File: src/rtl/cws_pkg.sv
package cws_pkg;
  localparam int unsigned ADDR_W = 15;
  localparam int unsigned DATA_W = 8;
  localparam int unsigned OFF_W  = 11;

  typedef struct packed {
    logic              m2;
    logic              rnw;
    logic              romsel_n;
    logic [ADDR_W-1:0] addr;
    logic [DATA_W-1:0] data;
  } bus_s;

  typedef struct packed {
    logic [OFF_W-1:0]  off;
    logic [DATA_W-1:0] data;
  } rec_s;

  localparam int unsigned BUS_W = $bits(bus_s);
  localparam int unsigned REC_W = $bits(rec_s);
endpackage

File: src/rtl/cws_sync.sv
module cws_sync #(
  parameter int unsigned W      = 8,
  parameter int unsigned STAGES = 2
) (
  input  logic         clk,
  input  logic         rst_n,
  input  logic [W-1:0] d_i,
  output logic [W-1:0] q_o
);
  logic [W-1:0] stg_q [STAGES];

  for (genvar s = 0; s < STAGES; s++) begin : g_stage
    logic [W-1:0] stg_d;
    if (s == 0) begin : g_first
      assign stg_d = d_i;
    end else begin : g_next
      assign stg_d = stg_q[s-1];
    end
    always_ff @(posedge clk or negedge rst_n) begin
      if (!rst_n) stg_q[s] <= '0;
      else        stg_q[s] <= stg_d;
    end
  end

  assign q_o = stg_q[STAGES-1];
endmodule

File: src/rtl/cws_decode.sv
module cws_decode
  import cws_pkg::*;
(
  input  logic clk,
  input  logic rst_n,
  input  bus_s smp_i,
  output logic cap_valid_o,
  output rec_s cap_rec_o
);
  logic m2_prev_q, m2_prev_d;
  bus_s bus_q, bus_d;
  logic fall, a15_rec, in_ram;

  always_comb begin
    m2_prev_d = smp_i.m2;
    bus_d     = smp_i;
  end

  always_ff @(posedge clk or negedge rst_n) begin
    if (!rst_n) begin
      m2_prev_q <= 1'b0;
      bus_q     <= '0;
    end else begin
      m2_prev_q <= m2_prev_d;
      bus_q     <= bus_d;
    end
  end

  always_comb begin
    fall        = m2_prev_q & ~smp_i.m2;
    a15_rec     = ~bus_q.romsel_n;
    in_ram      = (bus_q.addr[14:13] == 2'b00);
    cap_valid_o = fall & ~bus_q.rnw & ~a15_rec & in_ram;
    cap_rec_o.off  = bus_q.addr[OFF_W-1:0];
    cap_rec_o.data = bus_q.data;
  end

  AST_ONE_PER_FALL: assert property (@(posedge clk) disable iff (!rst_n)
    cap_valid_o |=> !cap_valid_o);
  AST_SAMPLE_IN_HIGH: assert property (@(posedge clk) disable iff (!rst_n)
    cap_valid_o |-> bus_q.m2);
endmodule

File: src/rtl/cws_fifo.sv
module cws_fifo #(
  parameter int unsigned W     = 19,
  parameter int unsigned DEPTH = 4
) (
  input  logic         clk,
  input  logic         rst_n,
  input  logic         wr_en_i,
  input  logic [W-1:0] wr_data_i,
  output logic         rd_valid_o,
  input  logic         rd_ready_i,
  output logic [W-1:0] rd_data_o,
  output logic         overflow_o
);
  localparam int unsigned PTR_W = (DEPTH > 1) ? $clog2(DEPTH) : 1;
  localparam int unsigned CNT_W = $clog2(DEPTH + 1);
  localparam logic [CNT_W-1:0] FULL_CNT = CNT_W'(DEPTH);
  localparam logic [PTR_W-1:0] LAST_PTR = PTR_W'(DEPTH - 1);

  logic [W-1:0]     mem_q [DEPTH];
  logic [PTR_W-1:0] wr_ptr_q, wr_ptr_d, rd_ptr_q, rd_ptr_d;
  logic [CNT_W-1:0] cnt_q, cnt_d;
  logic             ovf_q, ovf_d;
  logic             full, push, pop;

  always_comb begin
    full     = (cnt_q == FULL_CNT);
    push     = wr_en_i & ~full;
    pop      = rd_valid_o & rd_ready_i;
    wr_ptr_d = push ? ((wr_ptr_q == LAST_PTR) ? '0 : wr_ptr_q + 1'b1) : wr_ptr_q;
    rd_ptr_d = pop  ? ((rd_ptr_q == LAST_PTR) ? '0 : rd_ptr_q + 1'b1) : rd_ptr_q;
    cnt_d    = cnt_q + CNT_W'(push) - CNT_W'(pop);
    ovf_d    = ovf_q | (wr_en_i & full);
  end

  always_ff @(posedge clk or negedge rst_n) begin
    if (!rst_n) begin
      wr_ptr_q <= '0;
      rd_ptr_q <= '0;
      cnt_q    <= '0;
      ovf_q    <= 1'b0;
    end else begin
      wr_ptr_q <= wr_ptr_d;
      rd_ptr_q <= rd_ptr_d;
      cnt_q    <= cnt_d;
      ovf_q    <= ovf_d;
    end
  end

  always_ff @(posedge clk) begin
    if (push) mem_q[wr_ptr_q] <= wr_data_i;
  end

  assign rd_valid_o = (cnt_q != '0);
  assign rd_data_o  = mem_q[rd_ptr_q];
  assign overflow_o = ovf_q;

  AST_OCCUPANCY_BOUND: assert property (@(posedge clk) disable iff (!rst_n)
    cnt_q <= FULL_CNT);
  AST_OVERFLOW_STICKY: assert property (@(posedge clk) disable iff (!rst_n)
    overflow_o |=> overflow_o);
  AST_HOLD_UNTIL_READY: assert property (@(posedge clk) disable iff (!rst_n)
    rd_valid_o && !rd_ready_i |=> rd_valid_o && $stable(rd_data_o));
endmodule

File: src/rtl/cart_wr_snoop.sv
module cart_wr_snoop
  import cws_pkg::*;
#(
  parameter int unsigned SYNC_STAGES = 2,
  parameter int unsigned FIFO_DEPTH  = 4
) (
  input  logic              clk,
  input  logic              rst_n,
  input  logic              m2_i,
  input  logic [ADDR_W-1:0] addr_i,
  input  logic [DATA_W-1:0] data_i,
  input  logic              rnw_i,
  input  logic              romsel_n_i,
  output logic              rec_valid_o,
  input  logic              rec_ready_i,
  output logic [OFF_W-1:0]  rec_offset_o,
  output logic [DATA_W-1:0] rec_data_o,
  output logic              overflow_o
);
  logic [1:0] rst_sync_q;
  logic       rst_int_n;

  always_ff @(posedge clk or negedge rst_n) begin
    if (!rst_n) rst_sync_q <= 2'b00;
    else        rst_sync_q <= {rst_sync_q[0], 1'b1};
  end
  assign rst_int_n = rst_sync_q[1];

  bus_s raw_bus, smp_bus;
  logic [BUS_W-1:0] smp_vec;
  logic cap_valid;
  rec_s cap_rec, out_rec;
  logic [REC_W-1:0] out_vec;

  assign raw_bus = '{m2: m2_i, rnw: rnw_i, romsel_n: romsel_n_i, addr: addr_i, data: data_i};

  cws_sync #(.W(BUS_W), .STAGES(SYNC_STAGES)) u_sync (
    .clk(clk), .rst_n(rst_int_n), .d_i(raw_bus), .q_o(smp_vec)
  );
  assign smp_bus = bus_s'(smp_vec);

  cws_decode u_decode (
    .clk(clk), .rst_n(rst_int_n), .smp_i(smp_bus),
    .cap_valid_o(cap_valid), .cap_rec_o(cap_rec)
  );

  cws_fifo #(.W(REC_W), .DEPTH(FIFO_DEPTH)) u_fifo (
    .clk(clk), .rst_n(rst_int_n),
    .wr_en_i(cap_valid), .wr_data_i(cap_rec),
    .rd_valid_o(rec_valid_o), .rd_ready_i(rec_ready_i),
    .rd_data_o(out_vec), .overflow_o(overflow_o)
  );

  assign out_rec      = rec_s'(out_vec);
  assign rec_offset_o = out_rec.off;
  assign rec_data_o   = out_rec.data;

  AST_RESET_QUIET: assert property (@(posedge clk) disable iff (!rst_int_n)
    $rose(rst_int_n) |-> !rec_valid_o && !overflow_o);
endmodule

File: config.mk
export PLATFORM = sky130hd
export DESIGN_NAME = cart_wr_snoop
export DESIGN_NICKNAME = d
export VERILOG_FILES = /design/src/rtl/cws_pkg.sv /design/src/rtl/cws_sync.sv /design/src/rtl/cws_decode.sv /design/src/rtl/cws_fifo.sv /design/src/rtl/cart_wr_snoop.sv
export SDC_FILE = /design/constraint.sdc
export NUM_CORES = 1
export LEC_CHECK = 0
export BUFFER_PORTS_ARGS = -buffer_cell sky130_fd_sc_hd__buf_2
export CAP_MARGIN = 15
export CORE_MARGIN = 8
export CORE_UTILIZATION = 42
export CTS_BUF_LIST = sky130_fd_sc_hd__clkbuf_16
export DETAILED_ROUTE_END_ITERATION = 10
export HOLD_SLACK_MARGIN = 0.1
export PLACE_DENSITY_LB_ADDON = 0.05
export SYNTH_ARGS = -nofsm -noshare
export SYNTH_HDL_FRONTEND = slang
export SYNTH_HIERARCHICAL = 1
export SYNTH_SLANG_ARGS = --single-unit
File: constraint.sdc
create_clock -name clk -period 2.4 [get_ports clk]
set_clock_uncertainty 0.1 [all_clocks]
set_input_delay 0.24 -clock clk [delete_from_list [all_inputs] [get_ports clk]]
set_output_delay 0.24 -clock clk [all_outputs]
set_load 0.005 [all_outputs]
---- After elaboration in Yosys (flattened, before gate mapping) ----
Memory sizes are Yosys's and may differ from the RTL's.
Index checks and enable logic that the tools add are counted.
storage, ports and cells
  register bits after elaboration ......... 88
  RAM bits ................................ 76
  bits of input ports ..................... 29
  output and inout bits ................... 21
  logic and storage cells ................. 37
  memories ................................ 1
operators by class
  $add $sub $neg .......................... 4
  equality and inequality tests ........... 3
  muxes and demuxes ....................... 4
  bitwise operators ....................... 11
  reductions and logical operators ........ 2
memory list
  memory        depth  bits a word  read ports  clocked after Yosys merged registers in  wr ports  line            source
  u_fifo.mem_q  4      19           1           0                                        1         cws_fifo.sv:19  logic [W-1:0] mem_q [DEPTH];
operator list
  operator                                                       number
  1-bit bitwise AND                                              7
  2-bit by 1-bit adder with 2-bit output, second input constant  2
  2-bit == test, second input constant                           2
  2-bit 2-to-1 mux                                               2
  3-bit by 1-bit adder with 3-bit output                         1
  3-bit == test, second input constant                           1
  1-bit NOT                                                      3
  3-bit nonzero test                                             1
  3-bit by 1-bit subtractor with 3-bit output                    1
  2-bit logical NOT                                              1
  1-bit 2-to-1 mux                                               2
  1-bit OR                                                       1

---- Longest topological paths before layout ----
  depth after elaboration ................. 8
  gate-level depth with buffers ........... 10
  depth with buffers taken out ............ 10

---- By module ----
The synthesis kept the hierarchy.
modules (own cells, without submodules)
  module         times used  cells each  area each (µm²)  seq. area each (µm²)
  cws_fifo       1           139         3220.6           2482.4
  cws_sync       1           52          1301.2           1301.2
  cws_decode     1           45          765.7            600.6
  cart_wr_snoop  1           3           53.8             50.0

---- Worst setup path after synthesis ----
Ideal clock, no wire load.
  path type ............................... reg-to-reg
  start point ............................. reg u_sync.stg_q, in the netlist u_sync/q_o[25]
  end point ............................... reg u_fifo.cnt_q[2]
  setup time .............................. 125 ps
  arrival ................................. 2395 ps
  required time ........................... 2175 ps
  setup slack ............................. -220 ps
  stages on the path, launching flop included .. 11
  path buffers ............................ 0
  clock period less this slack ............ 2620 ps
  cells stage by stage .................... dfrtp_1 or4b_1 nor3b_2 nand2_4 ha_1 inv_1 ha_1 inv_1 fa_1 xnor2_1 xnor2_1
on the way
  cells in the longest elaborated chain, start to end .. 8
RTL lines
  item                                         line                 source
  start, declared                              cws_sync.sv:10       logic [W-1:0] stg_q [STAGES];
  start signal, assigned by index              cws_sync.sv:21       else stg_q[s] <= stg_d;
  1-bit NOT                                    cws_decode.sv:30     fall = m2_prev_q & ~smp_i.m2;
  1-bit bitwise AND                            cws_decode.sv:30
  1-bit bitwise AND (3 in series)              cws_decode.sv:33     cap_valid_o = fall & ~bus_q.rnw & ~a15_rec & in_ram;
  via cap_valid                                cart_wr_snoop.sv:31  logic cap_valid;
  1-bit bitwise AND                            cws_fifo.sv:27       push = wr_en_i & ~full;
  3-bit by 1-bit adder with 3-bit output       cws_fifo.sv:31       cnt_d = cnt_q + CNT_W'(push) - CNT_W'(pop);
  3-bit by 1-bit subtractor with 3-bit output  cws_fifo.sv:31
  via u_fifo.cnt_d[2]                          cws_fifo.sv:21       logic [CNT_W-1:0] cnt_q, cnt_d;
  end signal, assigned                         cws_fifo.sv:44       cnt_q <= cnt_d;
  end, declared                                cws_fifo.sv:21
The timed path passes the listed nets, and every way through them passes these cells.
A chain may end at the register's enable or synchronous reset.

---- Worst setup path after layout ----
  start point ............................. reg u_decode/bus_q[24] in the netlist's numbering
  end point ............................... reg u_fifo.cnt_q[2]
on the way
  cells in the longest elaborated chain, start to end .. 7
RTL lines
  item                                         line                 source
  start, declared                              cws_decode.sv:11     bus_s bus_q, bus_d;
  start signal, assigned                       cws_decode.sv:25     bus_q <= bus_d;
  1-bit NOT                                    cws_decode.sv:33
  1-bit bitwise AND (3 in series)              cws_decode.sv:33
  via cap_valid                                cart_wr_snoop.sv:31
  1-bit bitwise AND                            cws_fifo.sv:27
  3-bit by 1-bit adder with 3-bit output       cws_fifo.sv:31
  3-bit by 1-bit subtractor with 3-bit output  cws_fifo.sv:31
  via u_fifo.cnt_d[2]                          cws_fifo.sv:21
The timed path passes the listed nets, and every way through them passes these cells.

==> impl_results.md <==
- Status: finished, violations left
- Failing checks: negative setup slack
- Max stage delay on crit path: 0.54 ns
- Measured slew at the worst slew-check pin: 0.656 ns
- Min Tclk post-route: about 2.4 ns
- DR WL/cell: about 15 um
- Max_slew headroom: 56.3%
- Crit-path leading delay family: simple AND/OR/NAND/NOR gates
- Commonest non-fill, non-tap cell in the layout: dfrtp_1
- WHS Path Cells: 4
- Post-route DRC: 0
- Crit-path slowest cell: or4b_4
- Syn Nets: 272
- Nets: 360
- Inserted Diodes: 0
- Crit path kind: flop to flop
- All-layer global routing usage: about a tenth
- RSZ-0062 raised after global routing: true
- CTS H-Tree Depth: 4
- Crit path max fanout: 2
- Fmax: 410 MHz
- Worst path cell trace: or4b_4 -> nor3b_4 -> nand2_4 -> ha_4 -> inv_2 -> ha_4 -> inv_2 -> fa_2 -> xnor2_2 -> xnor2_1
- First-pass GRT wire length: 12700 um
- Largest net degree at the start of global routing: 51
- Worst-Skew Late Latency: ~0.42 ns
- R2R setup slack: -0.04 ns
- Vias in the first global route: 2453
- Fin area: about 6600 um2
- Vias post-DR: 2227
- Worst endpoint data arrival time: between 2 and 3 ns
- Layout cells sized above 1: 40.8%
- Initial antenna violation count: 0
- R2r worst-path depth: 10
- Final Wtd Congestion: 0.644
- Critical path buffers and inverters: 2
- Dpl cell area: 5760 um2
- Number of max-cap violations: 0
- CTS buffer count: 17
- Req. time, crit path: 2.60 ns
- # rows: a little over 40
- Synth Cell Area: 5240 um2
- Post-Place Setup Slack: -0.110 ns
- Initial Util: 42.2%
- Iter 0 DRT Violations: 119
- Worst setup path startpoint: u_decode/bus_q[24]
- CTS Sinks: 158
- Most frequent cells in the layout: 81 x dfrtp_1, 76 x edfxtp_1, 47 x buf_2
- CP endpoint kind: flop
- Hold Crit Class: input pin to flop
- WHS Endpoint: u_fifo/rd_ptr_q[1]
- Antenna Violating Nets Remaining: 0
- Hold Crit Start: rec_ready_i
- Clock transition at path regs: about 0.06 ns
- Core area: 12400 um2
- Final setup fails: 1
- Clk root buf: clkbuf_16
- Final period utilization: 102%
- Clock tree buffer depth: 2
- IO Port Bufs: 47
- Final hold violation count: 0
- Detailed Place HPWL: 4740 um
- Sequential Area: 4340 um2
- IR drop worst, VDD: 0.000469 V
- RR Endpoint: u_fifo/cnt_q[2]
- Die extent in y: 128 um
- Leak pwr: between 2 and 3 nW
- Area of the multi-input gates: between 700 and 800 um2
- Yosys warns: 6
- Synth Instances: roughly 240
- Die area: 16300 um2
- IO Count: 50
- Area delta synth->final: 26.4%
- Worst path setup slack after routing: -0.0418 ns
- Syn_area_per_cell: about 22 um2
- CP Launch Type: flop
- Die Wd: 128 um
- Drt via density: approximately 4.4
- CTS tree: yes
- Grt ovf: 0
- TritonRoute pass-1 iters: 4
- R2r startpoint: u_decode/bus_q[24]
- Max-slew violations: 0
- Routed WL: 7870 um
- Filler cell count: around 1.0k
- Pwr per Cell Area: 1030 nW/um2
==> metrics by stage <==
| stage | TNS, ns | util [%] | total power, mW | hold slack [ns] | cells |
|---|---|---|---|---|---|
| 2_1_floorplan | -0.151 | - | 3.87 | -0.156 | 235 |
| 3_3_place_gp | -0.0716 | 46.4 | 4.26 | -0.0742 | 447 |
| 3_5_place_dp | -0.128 | 46.4 | 4.28 | -0.0730 | 447 |
| 4_1_cts | -0.0507 | 53.3 | 6.91 | 0.174 | 507 |
| 5_1_grt | -0.218 | 53.4 | 7.13 | 0.209 | 508 |
| 6_report | -0.0418 | 53.4 | 6.79 | 0.185 | 508 |
==> worst max path at each step <==
stage / endpoint / cells past startpoint
after global placement: u_fifo/cnt_q[2] / 10
final: u_fifo/cnt_q[2] / 10
after floorplan: u_fifo/cnt_q[2] / 10
after CTS: u_fifo/cnt_q[2] / 10
after detailed placement: u_fifo/cnt_q[2] / 10
after global routing: u_fifo/cnt_q[2] / 10
==> sequential cells by signal, summed over array words and instances (netlist names) <==
register / flops
u_decode/m2_prev_q: 1
u_fifo/cnt_q: 3
u_fifo/rd_ptr_q: 2
u_decode/cap_rec_o: 19
u_fifo/wr_ptr_q: 2
u_sync/g_stage.stg_d: 24
u_sync/q_o: 24
u_fifo/overflow_o: 1
u_fifo/mem_q: 76
rst_sync_q: 2
u_decode/bus_q: 4
==> per-layer routing <==
layer  share of wire, %  GRT usage (%)
met5                  0              0
met4                2.0           6.71
met3                4.2           3.58
met2                 50           16.5
met1                 44           12.7
==> worst reg2reg max path, stage by stage (launching register included) <==
cell	delay, ns
dfrtp_1	0.35
or4b_4	0.54
nor3b_4	0.24
nand2_4	0.08
ha_4	0.22
inv_2	0.06
ha_4	0.11
inv_2	0.03
fa_2	0.34
xnor2_2	0.14
xnor2_1	0.12
==> final cells by class <==
| class | count | share of cell area, % |
|---|---|---|
| clock inverters | 13 | 1.64 |
| well taps | 172 | 3.25 |
| multi-input cells | 47 | 11.5 |
| clock buffers | 19 | 7.18 |
| repair buffers | 92 | 10.6 |
| flip-flops and latches | 158 | 65.5 |
| inverters | 7 | 0.397 |
==> report_power, final <==
group          total [mW]  switching [mW]  internal, mW
Sequential           3.09           0.105          2.98
Clock                2.57            1.03          1.54
Combinational        1.13           0.482         0.650
Total                6.79            1.62          5.18
==> timing repair <==
action	CTS	global route
gates cloned	0	0
pin swaps	6	0
hold buffers	26	0
setup buffers	2	1
hold endpoints to repair	26	0
endpoints found under the setup margin	2	2
resized for setup	0	1
No activity file was read; power rests on OpenSTA's default activity.
